File: src/rtl/moesi_pkg.sv
package moesi_pkg;

  localparam int ST_W = 3;
  localparam int OP_W = 3;
  localparam int SK_W = 2;
  localparam int RQ_W = 3;
  localparam int RP_W = 3;

  typedef enum logic [ST_W-1:0] {
    LN_I = 3'd0,
    LN_S = 3'd1,
    LN_E = 3'd2,
    LN_O = 3'd3,
    LN_M = 3'd4
  } line_st_e;

  typedef enum logic [OP_W-1:0] {
    OP_LOAD     = 3'd0,
    OP_STORE    = 3'd1,
    OP_ATOMIC   = 3'd2,
    OP_IFETCH   = 3'd3,
    OP_PREFETCH = 3'd4,
    OP_VICTIM   = 3'd5
  } cpu_op_e;

  typedef enum logic [SK_W-1:0] {
    SN_COPY       = 2'd0,
    SN_COPY_CLEAN = 2'd1,
    SN_COPY_INV   = 2'd2,
    SN_INVAL      = 2'd3
  } snp_e;

  typedef enum logic [RQ_W-1:0] {
    RQ_NONE       = 3'd0,
    RQ_RD_SHR     = 3'd1,
    RQ_RD_SHR_ALW = 3'd2,
    RQ_RD_OWN     = 3'd3,
    RQ_WBACK      = 3'd4
  } req_e;

  typedef enum logic [RP_W-1:0] {
    RP_NONE      = 3'd0,
    RP_DATA_EXCL = 3'd1,
    RP_DATA_SHR  = 3'd2,
    RP_OWN_GRANT = 3'd3,
    RP_WB_GO     = 3'd4,
    RP_WB_CANCEL = 3'd5,
    RP_CPB_GO    = 3'd6
  } rply_e;

  // Line holds data the system must fetch from this cache
  function automatic logic holds_data(line_st_e s);
    return (s == LN_E) || (s == LN_M) || (s == LN_O);
  endfunction

  function automatic logic snoop_needs_data(snp_e k, line_st_e s);
    return (k != SN_INVAL) && holds_data(s);
  endfunction

  function automatic line_st_e snoop_target(snp_e k, line_st_e s);
    line_st_e t;
    t = s;
    case (k)
      SN_COPY: begin
        if (s == LN_E) t = LN_S;
        else if (s == LN_M) t = LN_O;
      end
      SN_COPY_CLEAN: begin
        if (holds_data(s)) t = LN_S;
      end
      default: t = LN_I;
    endcase
    return t;
  endfunction

endpackage

File: src/rtl/moesi_proc_side.sv
module moesi_proc_side
  import moesi_pkg::*;
(
  input  logic     clk,
  input  logic     rst_n,
  input  logic     take,
  input  cpu_op_e  op,
  input  line_st_e cur_st,
  input  logic     rply_valid,
  input  rply_e    rply,
  output logic     busy,
  output logic     req_valid,
  output req_e     req_kind,
  output logic     commit,
  output line_st_e commit_st,
  output logic     wb_go
);

  logic     pend_q, pend_d;
  req_e     kind_q, kind_d;
  logic     wb_go_q;
  logic     upd_en;

  logic     dir_vld;
  line_st_e dir_st;
  req_e     new_req;

  logic     rp_hit;
  line_st_e rp_st;
  logic     rp_wb;

  // Decode of an accepted processor event against the current state
  always_comb begin
    dir_vld = 1'b0;
    dir_st  = cur_st;
    new_req = RQ_NONE;
    case (op)
      OP_LOAD, OP_PREFETCH: begin
        if (cur_st == LN_I) new_req = RQ_RD_SHR;
      end
      OP_IFETCH: begin
        if (cur_st == LN_I) new_req = RQ_RD_SHR_ALW;
      end
      OP_STORE, OP_ATOMIC: begin
        case (cur_st)
          LN_I, LN_S, LN_O: new_req = RQ_RD_OWN;
          LN_E: begin
            dir_vld = 1'b1;
            dir_st  = LN_M;
          end
          default: ;
        endcase
      end
      OP_VICTIM: begin
        case (cur_st)
          LN_M, LN_O: new_req = RQ_WBACK;
          LN_E, LN_S: begin
            dir_vld = 1'b1;
            dir_st  = LN_I;
          end
          default: ;
        endcase
      end
      default: ;
    endcase
  end

  // Match a system reply against the pending request
  always_comb begin
    rp_hit = 1'b0;
    rp_st  = LN_I;
    rp_wb  = 1'b0;
    if (pend_q && rply_valid) begin
      case (kind_q)
        RQ_RD_SHR: begin
          if (rply == RP_DATA_EXCL) begin
            rp_hit = 1'b1;
            rp_st  = LN_E;
          end else if (rply == RP_DATA_SHR) begin
            rp_hit = 1'b1;
            rp_st  = LN_S;
          end
        end
        RQ_RD_SHR_ALW: begin
          if (rply == RP_DATA_SHR) begin
            rp_hit = 1'b1;
            rp_st  = LN_S;
          end
        end
        RQ_RD_OWN: begin
          if (rply == RP_DATA_EXCL || rply == RP_OWN_GRANT) begin
            rp_hit = 1'b1;
            rp_st  = LN_M;
          end
        end
        RQ_WBACK: begin
          if (rply == RP_WB_GO) begin
            rp_hit = 1'b1;
            rp_wb  = 1'b1;
          end else if (rply == RP_WB_CANCEL) begin
            rp_hit = 1'b1;
          end
        end
        default: ;
      endcase
    end
  end

  always_comb begin
    pend_d = pend_q;
    kind_d = kind_q;
    if (rp_hit) begin
      pend_d = 1'b0;
      kind_d = RQ_NONE;
    end else if (take && !pend_q && new_req != RQ_NONE) begin
      pend_d = 1'b1;
      kind_d = new_req;
    end
  end

  assign upd_en = rp_hit || (take && !pend_q && new_req != RQ_NONE);

  always_ff @(posedge clk or negedge rst_n) begin
    if (!rst_n) begin
      pend_q  <= 1'b0;
      kind_q  <= RQ_NONE;
      wb_go_q <= 1'b0;
    end else begin
      if (upd_en) begin
        pend_q <= pend_d;
        kind_q <= kind_d;
      end
      wb_go_q <= rp_wb;
    end
  end

  assign busy      = pend_q;
  assign req_valid = pend_q;
  assign req_kind  = kind_q;
  assign commit    = rp_hit || (take && dir_vld);
  assign commit_st = rp_hit ? rp_st : dir_st;
  assign wb_go     = wb_go_q;

endmodule

File: src/rtl/moesi_snoop_side.sv
module moesi_snoop_side
  import moesi_pkg::*;
(
  input  logic     clk,
  input  logic     rst_n,
  input  logic     take,
  input  snp_e     kind,
  input  line_st_e cur_st,
  input  logic     rply_valid,
  input  rply_e    rply,
  output logic     busy,
  output logic     ack_data,
  output logic     ack_nodata,
  output logic     cpb_go,
  output logic     commit,
  output line_st_e commit_st
);

  logic wait_q, wait_d;
  snp_e kind_q;
  logic ackd_q, ackn_q, cpb_q;
  logic need;
  logic finish;

  assign need   = snoop_needs_data(kind, cur_st);
  assign finish = wait_q && rply_valid && (rply == RP_CPB_GO);

  always_comb begin
    wait_d = wait_q;
    if (finish)              wait_d = 1'b0;
    else if (take && need)   wait_d = 1'b1;
  end

  always_ff @(posedge clk or negedge rst_n) begin
    if (!rst_n) begin
      wait_q <= 1'b0;
      kind_q <= SN_INVAL;
      ackd_q <= 1'b0;
      ackn_q <= 1'b0;
      cpb_q  <= 1'b0;
    end else begin
      wait_q <= wait_d;
      if (take) kind_q <= kind;
      ackd_q <= take && need;
      ackn_q <= take && !need;
      cpb_q  <= finish;
    end
  end

  // A data snoop applies its effect to the state current at completion
  assign commit    = finish || (take && !need);
  assign commit_st = finish ? snoop_target(kind_q, cur_st) : snoop_target(kind, cur_st);
  assign busy       = wait_q;
  assign ack_data   = ackd_q;
  assign ack_nodata = ackn_q;
  assign cpb_go     = cpb_q;

endmodule

File: src/rtl/moesi_line_reg.sv
module moesi_line_reg
  import moesi_pkg::*;
(
  input  logic     clk,
  input  logic     rst_n,
  input  logic     snp_commit,
  input  line_st_e snp_st,
  input  logic     prc_commit,
  input  line_st_e prc_st,
  output line_st_e st_q
);

  logic     st_en;
  line_st_e st_d;

  // Snoop result takes precedence over a same-edge reply result
  always_comb begin
    st_en = snp_commit || prc_commit;
    st_d  = snp_commit ? snp_st : prc_st;
  end

  always_ff @(posedge clk or negedge rst_n) begin
    if (!rst_n)      st_q <= LN_I;
    else if (st_en)  st_q <= st_d;
  end

endmodule

File: src/rtl/moesi_line_ctrl.sv
module moesi_line_ctrl
  import moesi_pkg::*;
(
  input  logic            clk,
  input  logic            rst_n,
  input  logic            cpu_valid,
  input  logic [OP_W-1:0] cpu_op,
  output logic            cpu_ready,
  input  logic            snp_valid,
  input  logic [SK_W-1:0] snp_kind,
  output logic            snp_ready,
  output logic            snp_ack_data,
  output logic            snp_ack_nodata,
  output logic            req_valid,
  output logic [RQ_W-1:0] req_kind,
  input  logic            rply_valid,
  input  logic [RP_W-1:0] rply_code,
  output logic            cpb_data_go,
  output logic            wb_data_go,
  output logic [ST_W-1:0] line_state
);

  line_st_e cur_st;
  logic     prc_busy, snp_busy;
  logic     cpu_take, snp_take;
  logic     prc_commit, snp_commit;
  line_st_e prc_st, snp_st;
  req_e     prc_kind;

  assign snp_ready = !snp_busy;
  assign cpu_ready = !prc_busy && !snp_busy;
  assign snp_take  = snp_valid && snp_ready;
  assign cpu_take  = cpu_valid && cpu_ready && !snp_valid;

  moesi_proc_side u_proc (
    .clk        (clk),
    .rst_n      (rst_n),
    .take       (cpu_take),
    .op         (cpu_op_e'(cpu_op)),
    .cur_st     (cur_st),
    .rply_valid (rply_valid),
    .rply       (rply_e'(rply_code)),
    .busy       (prc_busy),
    .req_valid  (req_valid),
    .req_kind   (prc_kind),
    .commit     (prc_commit),
    .commit_st  (prc_st),
    .wb_go      (wb_data_go)
  );

  moesi_snoop_side u_snoop (
    .clk        (clk),
    .rst_n      (rst_n),
    .take       (snp_take),
    .kind       (snp_e'(snp_kind)),
    .cur_st     (cur_st),
    .rply_valid (rply_valid),
    .rply       (rply_e'(rply_code)),
    .busy       (snp_busy),
    .ack_data   (snp_ack_data),
    .ack_nodata (snp_ack_nodata),
    .cpb_go     (cpb_data_go),
    .commit     (snp_commit),
    .commit_st  (snp_st)
  );

  moesi_line_reg u_state (
    .clk        (clk),
    .rst_n      (rst_n),
    .snp_commit (snp_commit),
    .snp_st     (snp_st),
    .prc_commit (prc_commit),
    .prc_st     (prc_st),
    .st_q       (cur_st)
  );

  assign req_kind   = prc_kind;
  assign line_state = cur_st;

endmodule

File: config.mk
export PLATFORM = sky130hd
export DESIGN_NAME = moesi_line_ctrl
export DESIGN_NICKNAME = d
export VERILOG_FILES = /design/src/rtl/moesi_pkg.sv /design/src/rtl/moesi_proc_side.sv /design/src/rtl/moesi_snoop_side.sv /design/src/rtl/moesi_line_reg.sv /design/src/rtl/moesi_line_ctrl.sv
export SDC_FILE = /design/constraint.sdc
export NUM_CORES = 1
export LEC_CHECK = 0
export BUFFER_PORTS_ARGS = -buffer_cell sky130_fd_sc_hd__buf_2
export CORE_ASPECT_RATIO = 1.2
export CORE_MARGIN = 4
export CORE_UTILIZATION = 32
export CTS_BUF_LIST = sky130_fd_sc_hd__clkbuf_4
export DETAILED_ROUTE_END_ITERATION = 8
export PLACE_DENSITY = 0.63
export SLEW_MARGIN = 20
export SYNTH_ARGS = -nofsm -noshare
export SYNTH_HDL_FRONTEND = slang
export SYNTH_SLANG_ARGS = --single-unit
File: constraint.sdc
create_clock -name clk -period 1.7 [get_ports clk]
set_input_delay 0.425 -clock clk [delete_from_list [all_inputs] [get_ports clk]]
set_output_delay 0.425 -clock clk [all_outputs]
set_load 0.01 [all_outputs]
==> flow_summary.toml, run 1 <==
[timing]
maxSlewViolCount = 0
fin_ws_ps = -25.2
maxSlewHeadroom = 0.746
fin_tns_setup_ps = -25.2
max_freq_ghz = 0.580
grt_setup_unrepaired = "true"
fin_crit_ps = 1730
tightest_slew_ps = 380
worst_clock_skew_ps = 6.97
period_share = 1.01
finalSetupViolations = 1
hold_viol = 0

[die]
design.die.area_sq_um = 3970
start_util = 0.341
io_pins = 26
die_h_um = 68.2
fp-row-count = 21
fp.dieW_um = 58.2
core-area_sq_um = 2840

[final_layout]
synthToLayoutAreaGrowth_pct = 45.4
layout_commonest_cell = "buf_4"
fin_cells = 195
fillers = 270
layout-drive-gt1-share = 0.478
final_nets = 175
regArea_sq_um = 355
antennaDiodeCount = 0
final_cell_mix = "29 x buf_4, 25 x buf_2, 10 x nor2_1, 10 x dfrtp_1, 9 x nand2_1"
multi_input_area_sq_um = 617

[worst_hold_path]
hp-class = "in -> async"

[global_routing]
overflow = 0
grt_pass1_vias = 980
grt_usage = 0.143
antenna_found_initial = 0
grt_pass1_wl_mm = 4.20
grt_max_degree = 15

[logic_synthesis]
synthXorXnorAreaFrac = 0.0181
synth-compound-area-share = 0.234
muxShareOfSynthArea = 0.0660
synth_cell_types = 46
async_flop_share = 1.00
ys_warn_count = 0
synth_edf_count = 0
synth_top_family_by_area = "simple AND/OR/NAND/NOR gates"
avgSynthCellArea_sq_um = 9.12
synth_ff_type = "dfrtp_1"
seq_area_frac_synth = 0.365
synth_fa_ha_area_frac = 0
ys_ff_latch = 14
syn_area_sq_um = 967
netlist_instances = 106
synth_nets = 119
yosys.area_share.simple = 0.272

[route]
finalWirelength_mm = 2.67
viasPerCell = 5.23
drc = 0
routedWlPerCell_um = 13.7
drt_iter0_markers = 15
detail-route-antenna-nets = 0
firstDrtPassIters = 4
vias = 1019

[worst_setup_path]
path_cells = "xor2_1 -> nand3_2 -> a311oi_2 -> buf_4 -> a211oi_2 -> o311a_1"
cp.required_ps = 1880
rrSetupSlack_ps = -30
path_class = "reg -> reg"
arrival_ps = 1900
cp_top_family = "compound AO/OA/AOI/OAI gates"
crit_path_max_incr_delay_ps = 450
critPathSlowestCell = "dfrtp_2"
endpoint_kind = "flip-flop"
cp_max_fo = 5
worstSetupStartpointType = "flip-flop"
cp_num_buf_inv = 1

[clocking]
clock_latency_ps = 290
cts_sinks = 14
clkTransAtPathRegs_ps = 100
clock_path_buffers = 2
cts_tree = "done"
numCtsBuffers = 3
cts_root_buffer = "clkbuf_4"
h-tree-depth = 1

[power_and_ir_drop]
ir_worst_vdd_uv = 621
p_clk_frac = 0.143
pwr_density_cell_nw_per_um2 = 1040
power.share.sequential = 0.351
p_leak_nw = 0.702
p_int_w = 0.000880
p_comb_frac = 0.506
switching_power_w = 0.000584
switching_share = 0.399

[placement]
hpwl_mm = 2.04
pre_cts_ws_ps = -196
numPortBuffers = 25
place_inst = 185
gp_congestion = 0.873

[status]
status = "finished, violations left"
failed_checks = "negative setup slack"

[flow_run]
drv_cap = 0
-- timing repair --
item | CTS | global route
pin swaps | 2 | 3
hold buffers | 0 | 0
setup buffers | 3 | 3
endpoints found under the setup margin | 3 | 7
resized for setup | 0 | 5
-- synth_stat cells (all sizes together) (2+ instances only) --
cell,instances,area [sq um]
dfrtp,12,300
nor2,11,41.3
nand2,9,33.8
o21ai,7,38.8
inv,6,22.5
a21oi,4,20.0
nor3,4,20.0
and2,3,18.8
buf,3,21.3
mux2,3,33.8
mux2i,3,30.0
nand3,3,20.0
a211o,2,17.5
dfstp,2,52.6
nand2b,2,12.5
nand4,2,12.5
nor2b,2,12.5
o21a,2,15.0
o32ai,2,17.5
or2,2,15.0
xor2,2,17.5
-- logic make-up after synthesis --
logic type	Yosys count
mux	6
simple gates	47
xor+xnor	2
compound gates	28
flops	14
buf+inv	9
-- metrics by stage --
step / total power (W) / instance area, sq um / utilization / hold WS [ps]
after floorplan: 0.000984 / 993 / - / 129
after global placement: 0.00118 / 1310 / 0.462 / 339
after detailed placement: 0.00120 / 1310 / 0.462 / 347
after CTS: 0.00144 / 1360 / 0.479 / 23.7
after global routing: 0.00157 / 1410 / 0.496 / 32.3
final: 0.00146 / 1410 / 0.496 / 9.45
-- power by group through the flow --
stage | Combinational [W] | Clock (W) | Sequential, W
after detailed placement | 0.000680 | 0 | 0.000517
after CTS | 0.000720 | 0.000211 | 0.000511
after global placement | 0.000667 | 0 | 0.000514
final | 0.000740 | 0.000209 | 0.000514
after floorplan | 0.000484 | 0 | 0.000500
after global routing | 0.000817 | 0.000223 | 0.000526
-- path summary, 6_finish.rpt --
path	start	end	cells after the start
worst max-delay path	u_proc.req_kind[1]	u_state.st_q[0]	6
worst min-delay path	rst_n	u_snoop.ack_nodata	1
worst max register to register	u_proc.req_kind[1]	u_state.st_q[0]	6
worst min register to register	u_proc.req_kind[0]	u_proc.req_kind[0]	2
max in group asynchronous	rst_n	u_snoop.kind_q[0]	1
min in group clk	rply_code[0]	u_proc.wb_go	2
-- layout make-up --
class,count,share of cell area
Timing Repair Buffer,54,0.244
Tap cell,34,0.0302
Clock inverter,1,0.00267
Inverter,6,0.0160
Sequential cell,14,0.253
Multi-Input combinational cell,83,0.439
Clock buffer,3,0.0160
-- flip-flops by register name (all words and copies together), names as in the netlist --
register	cells
u_proc.req_kind	3
u_state.st_q	3
u_snoop.kind_q	2
u_proc.busy	1
u_proc.wb_go	1
u_snoop.ack_data	1
u_snoop.ack_nodata	1
u_snoop.busy	1
u_snoop.cpb_go	1
-- per-layer routing --
layer / routed length, um / GRT usage / share of wire
met1: 1110 / 0.156 / 0.41
met2: 1380 / 0.251 / 0.52
met3: 117 / 0.0226 / 0.044
met4: 71 / 0.101 / 0.027
met5: 0 / 0 / 0
Power figures use the tool's default switching activity.
==> run 2: changes to the inputs <==
--- a/config.mk
+++ b/config.mk
@@ -11,8 +11,9 @@
 export CORE_UTILIZATION = 32
 export CTS_BUF_LIST = sky130_fd_sc_hd__clkbuf_4
 export DETAILED_ROUTE_END_ITERATION = 8
-export PLACE_DENSITY = 0.63
+export PLACE_DENSITY = 0.57
 export SLEW_MARGIN = 20
 export SYNTH_ARGS = -nofsm -noshare
 export SYNTH_HDL_FRONTEND = slang
 export SYNTH_SLANG_ARGS = --single-unit
+export TNS_END_PERCENT = 10
==> run 2 against run 1 <==
The flow still finishes with violations (negative setup slack). Worst hold slack better by 11 ps. Maximum frequency up 1.4%. Clock-buffer cell count unchanged. Flip-flop and latch count unchanged. Total power down 0.83%. Global-route usage up 0.36 points. Critical path depth unchanged. Clock power down 5%. First-iteration DRC count up 47%. Combinational power up 0.7%. Critical endpoint is now u_state.st_q[2].
==> flow_summary.toml, run 2 (same netlist as run 1, synthesis figures left out) <==
[die]
design.die.area_sq_um = 3970
die_h_um = 68.2
start_util = 0.341
io_pins = 26
core-area_sq_um = 2840
fp-row-count = 21
fp.dieW_um = 58.2

[timing]
fin_hold_ws_ps = 20.7
fin_crit_ps = 1700
tightest_slew_ps = 352
hold_viol = 0
finalSetupViolations = 1
max_freq_ghz = 0.588
fin_ws_ps = -1.88
worst_clock_skew_ps = 4.46
grt_setup_unrepaired = "true"
fin_tns_setup_ps = -1.88
period_share = 1.00
maxSlewHeadroom = 0.765
maxSlewViolCount = 0

[worst_setup_path]
endpoint_kind = "flip-flop"
cp_max_fo = 5
cp_num_buf_inv = 1
cp_top_family = "compound AO/OA/AOI/OAI gates"
worstSetupStartpointType = "flip-flop"
path_class = "reg -> reg"
arrival_ps = 1890
path_cells = "nor2_2 -> xor2_2 -> a311oi_4 -> buf_4 -> a221o_2 -> o221ai_1"
crit_path_max_incr_delay_ps = 460
cp.required_ps = 1890
critPathSlowestCell = "dfrtp_2"

[final_layout]
finalCoreUtilization = 0.500
layout_commonest_cell = "buf_4"
layout-drive-gt1-share = 0.500
fin_cells = 196
antennaDiodeCount = 0
synthToLayoutAreaGrowth_pct = 46.7
final_cell_mix = "30 x buf_4, 25 x buf_2, 9 x nand2_1"
final_nets = 176
multi_input_area_sq_um = 619
regArea_sq_um = 358
fillers = 282

[global_routing]
grt_pass1_wl_mm = 4.41
grt_max_degree = 15
grt_pass1_vias = 995
grt_usage = 0.146
antenna_found_initial = 0
overflow = 0

[clocking]
h-tree-depth = 1
clock_latency_ps = 280
cts_tree = "done"
cts_sinks = 14
clkTransAtPathRegs_ps = 90
numCtsBuffers = 3
clock_path_buffers = 2
cts_root_buffer = "clkbuf_4"

[route]
routedWlPerCell_um = 13.5
drt_iter0_markers = 22
firstDrtPassIters = 4
viasPerCell = 5.17
detail-route-antenna-nets = 0
vias = 1014
finalWirelength_mm = 2.65
drc = 0

[placement]
place_inst = 189
hpwl_mm = 2.05
numPortBuffers = 25
gp_congestion = 0.856

[status]
failed_checks = "negative setup slack"
status = "finished, violations left"

[power_and_ir_drop]
pwr_density_cell_nw_per_um2 = 1020
p_leak_nw = 0.706
ir_worst_vdd_uv = 535

[flow_run]
drv_cap = 0

[worst_hold_path]
hp-class = "in -> async"
-- run 2: final cells by class --
cell class                 count  area share
clock buffer                   3      0.0159
tap                           34      0.0300
inverter                       6      0.0159
timing repair buffer          55       0.247
multi-input combinational     83       0.437
sequential                    14       0.252
clock inverter                 1     0.00265
-- run 2: final timing paths --
| kind | start | to | slack (ps) | cells after the start |
|---|---|---|---|---|
| max | u_proc.req_kind[1] | u_state.st_q[2] | -2 | 6 |
| min | rst_n | u_snoop.cpb_go | 20 | 1 |
| max reg2reg | u_proc.req_kind[1] | u_state.st_q[2] | -2 | 6 |
| min reg2reg | u_snoop.kind_q[1] | u_snoop.kind_q[1] | 640 | 1 |
| max in group asynchronous | rst_n | u_snoop.kind_q[0] | 1390 | 1 |
| min in group clk | rply_code[0] | u_proc.wb_go | 400 | 3 |
-- run 2: what timing repair did --
action,in CTS,in global routing
endpoints found under the hold margin,0,0
pin swaps,7,2
resized for setup,8,3
setup buffers,2,1
setup endpoints to repair,2,7
hold buffers,0,0
-- run 2: where the power goes --
| group | switching, W | internal (W) | total [W] |
|---|---|---|---|
| Clock | 0.000113 | 0.0000852 | 0.000198 |
| Combinational | 0.000375 | 0.000370 | 0.000745 |
| Sequential | 0.0000775 | 0.000431 | 0.000509 |
| Total | 0.000565 | 0.000887 | 0.00145 |
-- run 2: through the flow --
step / setup slack, ps / total power (W) / cell area [sq um]
floorplan: -62.1 / 0.000971 / 973
global placement: -139 / 0.00123 / 1320
detailed placement: -166 / 0.00124 / 1320
CTS: -3.81 / 0.00147 / 1400
global route: -76.5 / 0.00158 / 1420
finish: -1.88 / 0.00145 / 1420
-- run 2: worst register-to-register path: cells and delay by family, from the launching register on --
kind / cells / cell delay [ps]
buffers and inverters: 1 / 160
XOR/XNOR: 1 / 210
AO/OA/AOI/OAI: 3 / 600
AND/OR/NAND/NOR: 1 / 170
flip-flops: 1 / 460
-- run 2: routing by layer --
layer / track usage / wire [um] / vias up / share of wire
met5: 0 / 0 / - / 0
met4: 0.0870 / 63 / 0 / 0.024
met3: 0.0170 / 97 / 4 / 0.037
met2: 0.267 / 1430 / 22 / 0.54
met1: 0.162 / 1060 / 481 / 0.40
li1: - / - / 507 / -
==> run 3: changes to the inputs <==
--- a/config.mk
+++ b/config.mk
@@ -5,6 +5,8 @@
 export SDC_FILE = /design/constraint.sdc
 export NUM_CORES = 1
 export LEC_CHECK = 0
+export ABC_AREA = 1
+export ABC_CLOCK_PERIOD_IN_PS = 1700
 export BUFFER_PORTS_ARGS = -buffer_cell sky130_fd_sc_hd__buf_2
 export CORE_ASPECT_RATIO = 1.2
 export CORE_MARGIN = 4
==> run 3 against run 2 <==
The flow now finishes without violations. Sequential power increased by 3%. Global-route usage decreased by 2.5 points. Critical path depth decreased by 2. Area after synthesis increased by 5.4%. Non-clock buffer count decreased by 30. Clock power increased by 9.6%. Worst setup slack improved by 230 ps. Routed wire length decreased by 11%. First-iteration DRC count decreased by 45%. Total power decreased by 11%. Cell count increased by 4.6%. Flip-flop and latch count unchanged. Critical path type is now reg -> out. Highest routed layer unchanged.
==> flow_summary.toml, run 3 <==
[status]
status = "completed"

[final_layout]
finalCoreUtilization = 0.396
fillers = 322
antennaDiodeCount = 0
final_nets = 183
synthToLayoutAreaGrowth_pct = 18.5
fin_cells = 205
final_cell_mix = "25 x nand2_1, 25 x buf_2, 23 x inv_1"
layout-drive-gt1-share = 0.320

[clocking]
clock_latency_ps = 290
cts_tree = "done"
cts.hold.buffers_added = 0
post_cts_buffers = 0
cts_sinks = 14
h-tree-depth = 1
postCtsResizedCells = 0
clock_path_buffers = 2
clkTransAtPathRegs_ps = 90
numCtsBuffers = 3
cts_root_buffer = "clkbuf_4"

[placement]
numPortBuffers = 25
place_inst = 201
gp_congestion = 0.817
hpwl_mm = 1.90

[worst_setup_path]
arrival_ps = 1040
cp.required_ps = 1270
rrSetupSlack_ps = 230
worstSetupStartpointType = "flip-flop"
cp_max_fo = 3
path_class = "reg -> out"
endpoint_kind = "primary output"

[timing]
hold_viol = 0
grt_setup_unrepaired = "false"
max_freq_ghz = 0.681
worst_clock_skew_ps = 6.61
maxSlewViolCount = 0
fin_tns_setup_ps = 0
tightest_slew_ps = 373
period_share = 0.864
maxSlewHeadroom = 0.749
fin_crit_ps = 1470
finalSetupViolations = 0

[logic_synthesis]
synth_nets = 154
synth_area_leader_cell = "dfrtp_1"
netlist_instances = 141
syn_area_sq_um = 1020
async_flop_share = 1.00
synth_cell_types = 28
synthMostInstantiatedCell = "nand2_1"
seq_area_frac_synth = 0.346
synth_ff_type = "dfrtp_1"
ys_warn_count = 0
synth_common_cells = "25 x nand2_1, 23 x inv_1, 18 x nor2_1"
synth_edf_count = 0
ys_ff_latch = 14
avgSynthCellArea_sq_um = 7.23
synth_top_cell_area_share = 0.294
netlist_top_cells_area = "dfrtp_1 29%, nand2_1 9.2%, inv_1 8.5%"

[route]
routedWlPerCell_um = 11.4
detail-route-antenna-nets = 0
vias = 999
drc = 0
firstDrtPassIters = 4
drt_iter0_markers = 12
finalWirelength_mm = 2.35
viasPerCell = 4.87

[global_routing]
overflow = 0
antenna_found_initial = 0
grt_max_degree = 15
grt_pass1_wl_mm = 3.98
grt_usage = 0.122
grt_pass1_vias = 969

[die]
fp-row-count = 22
fp.dieW_um = 59.5
start_util = 0.334
io_pins = 26
design.die.area_sq_um = 4160
core-area_sq_um = 3060
die_h_um = 69.8

[power_and_ir_drop]
ir_worst_vdd_uv = 551
pwr_density_cell_nw_per_um2 = 1070
p_total_w = 0.00129
p_leak_nw = 0.650

[flow_run]
drv_cap = 0

[worst_hold_path]
hp-class = "in -> async"
==> run 3: logic make-up (layout without fill, tap and decap cells) <==
family / count (synthesis) / after routing / synth area share
buffers and inverters: 26 / 54 / 0.103
AND/OR/NAND/NOR: 83 / 83 / 0.433
flip-flops: 14 / 14 / 0.346
AO/OA/AOI/OAI: 18 / 18 / 0.118
==> run 3: critical path, cell delays in order, from the launching register on <==
cell and delay (ps):
dfrtp_1 400, inv_1 110, nand2_2 80, inv_1 50
buf_2 110
==> run 3: worst paths after layout <==
| kind | startpoint | end | cells past startpoint |
|---|---|---|---|
| setup / recovery | u_proc.busy | cpu_ready | 4 |
| hold / removal | rst_n | u_state.st_q[2] | 1 |
| setup reg to reg | u_state.st_q[1] | u_proc.req_kind[0] | 8 |
| hold reg to reg | u_snoop.kind_q[1] | u_snoop.kind_q[1] | 2 |
| max in group asynchronous | rst_n | u_snoop.kind_q[1] | 1 |
| min in group clk | rply_code[0] | u_proc.wb_go | 2 |
==> run 3: final cells by class <==
type                       instances  area, sq um  share of cell area
multi-input combinational        101          562               0.465
sequential                        14          353               0.292
clock buffer                       4         30.0              0.0248
inverter                          25         93.8              0.0776
timing repair buffer              25          125               0.104
tap                               36         45.0              0.0373
==> run 3: per-stage QoR <==
| stage | setup WS (ps) | instance area (sq um) | hold slack [ps] |
|---|---|---|---|
| after floorplan | 342 | 1020 | 129 |
| after global placement | 197 | 1180 | 342 |
| after detailed placement | 132 | 1180 | 344 |
| after CTS | 213 | 1210 | 26.5 |
| after global routing | 50.9 | 1210 | 43.9 |
| final | 231 | 1210 | 18.4 |
==> run 3: layer usage <==
| layer | up-vias | share of wire | track usage |
|---|---|---|---|
| met1 | 464 | 0.43 | 0.140 |
| met5 | - | 0 | 0 |
| li1 | 507 | - | - |
| met2 | 22 | 0.50 | 0.211 |
| met3 | 6 | 0.048 | 0.0168 |
| met4 | 0 | 0.023 | 0.0591 |
==> run 3: power by group <==
part           switching [W]  internal, W  total [W]
sequential          0.000102     0.000423   0.000526
combinational       0.000337     0.000213   0.000550
clock               0.000110     0.000107   0.000217
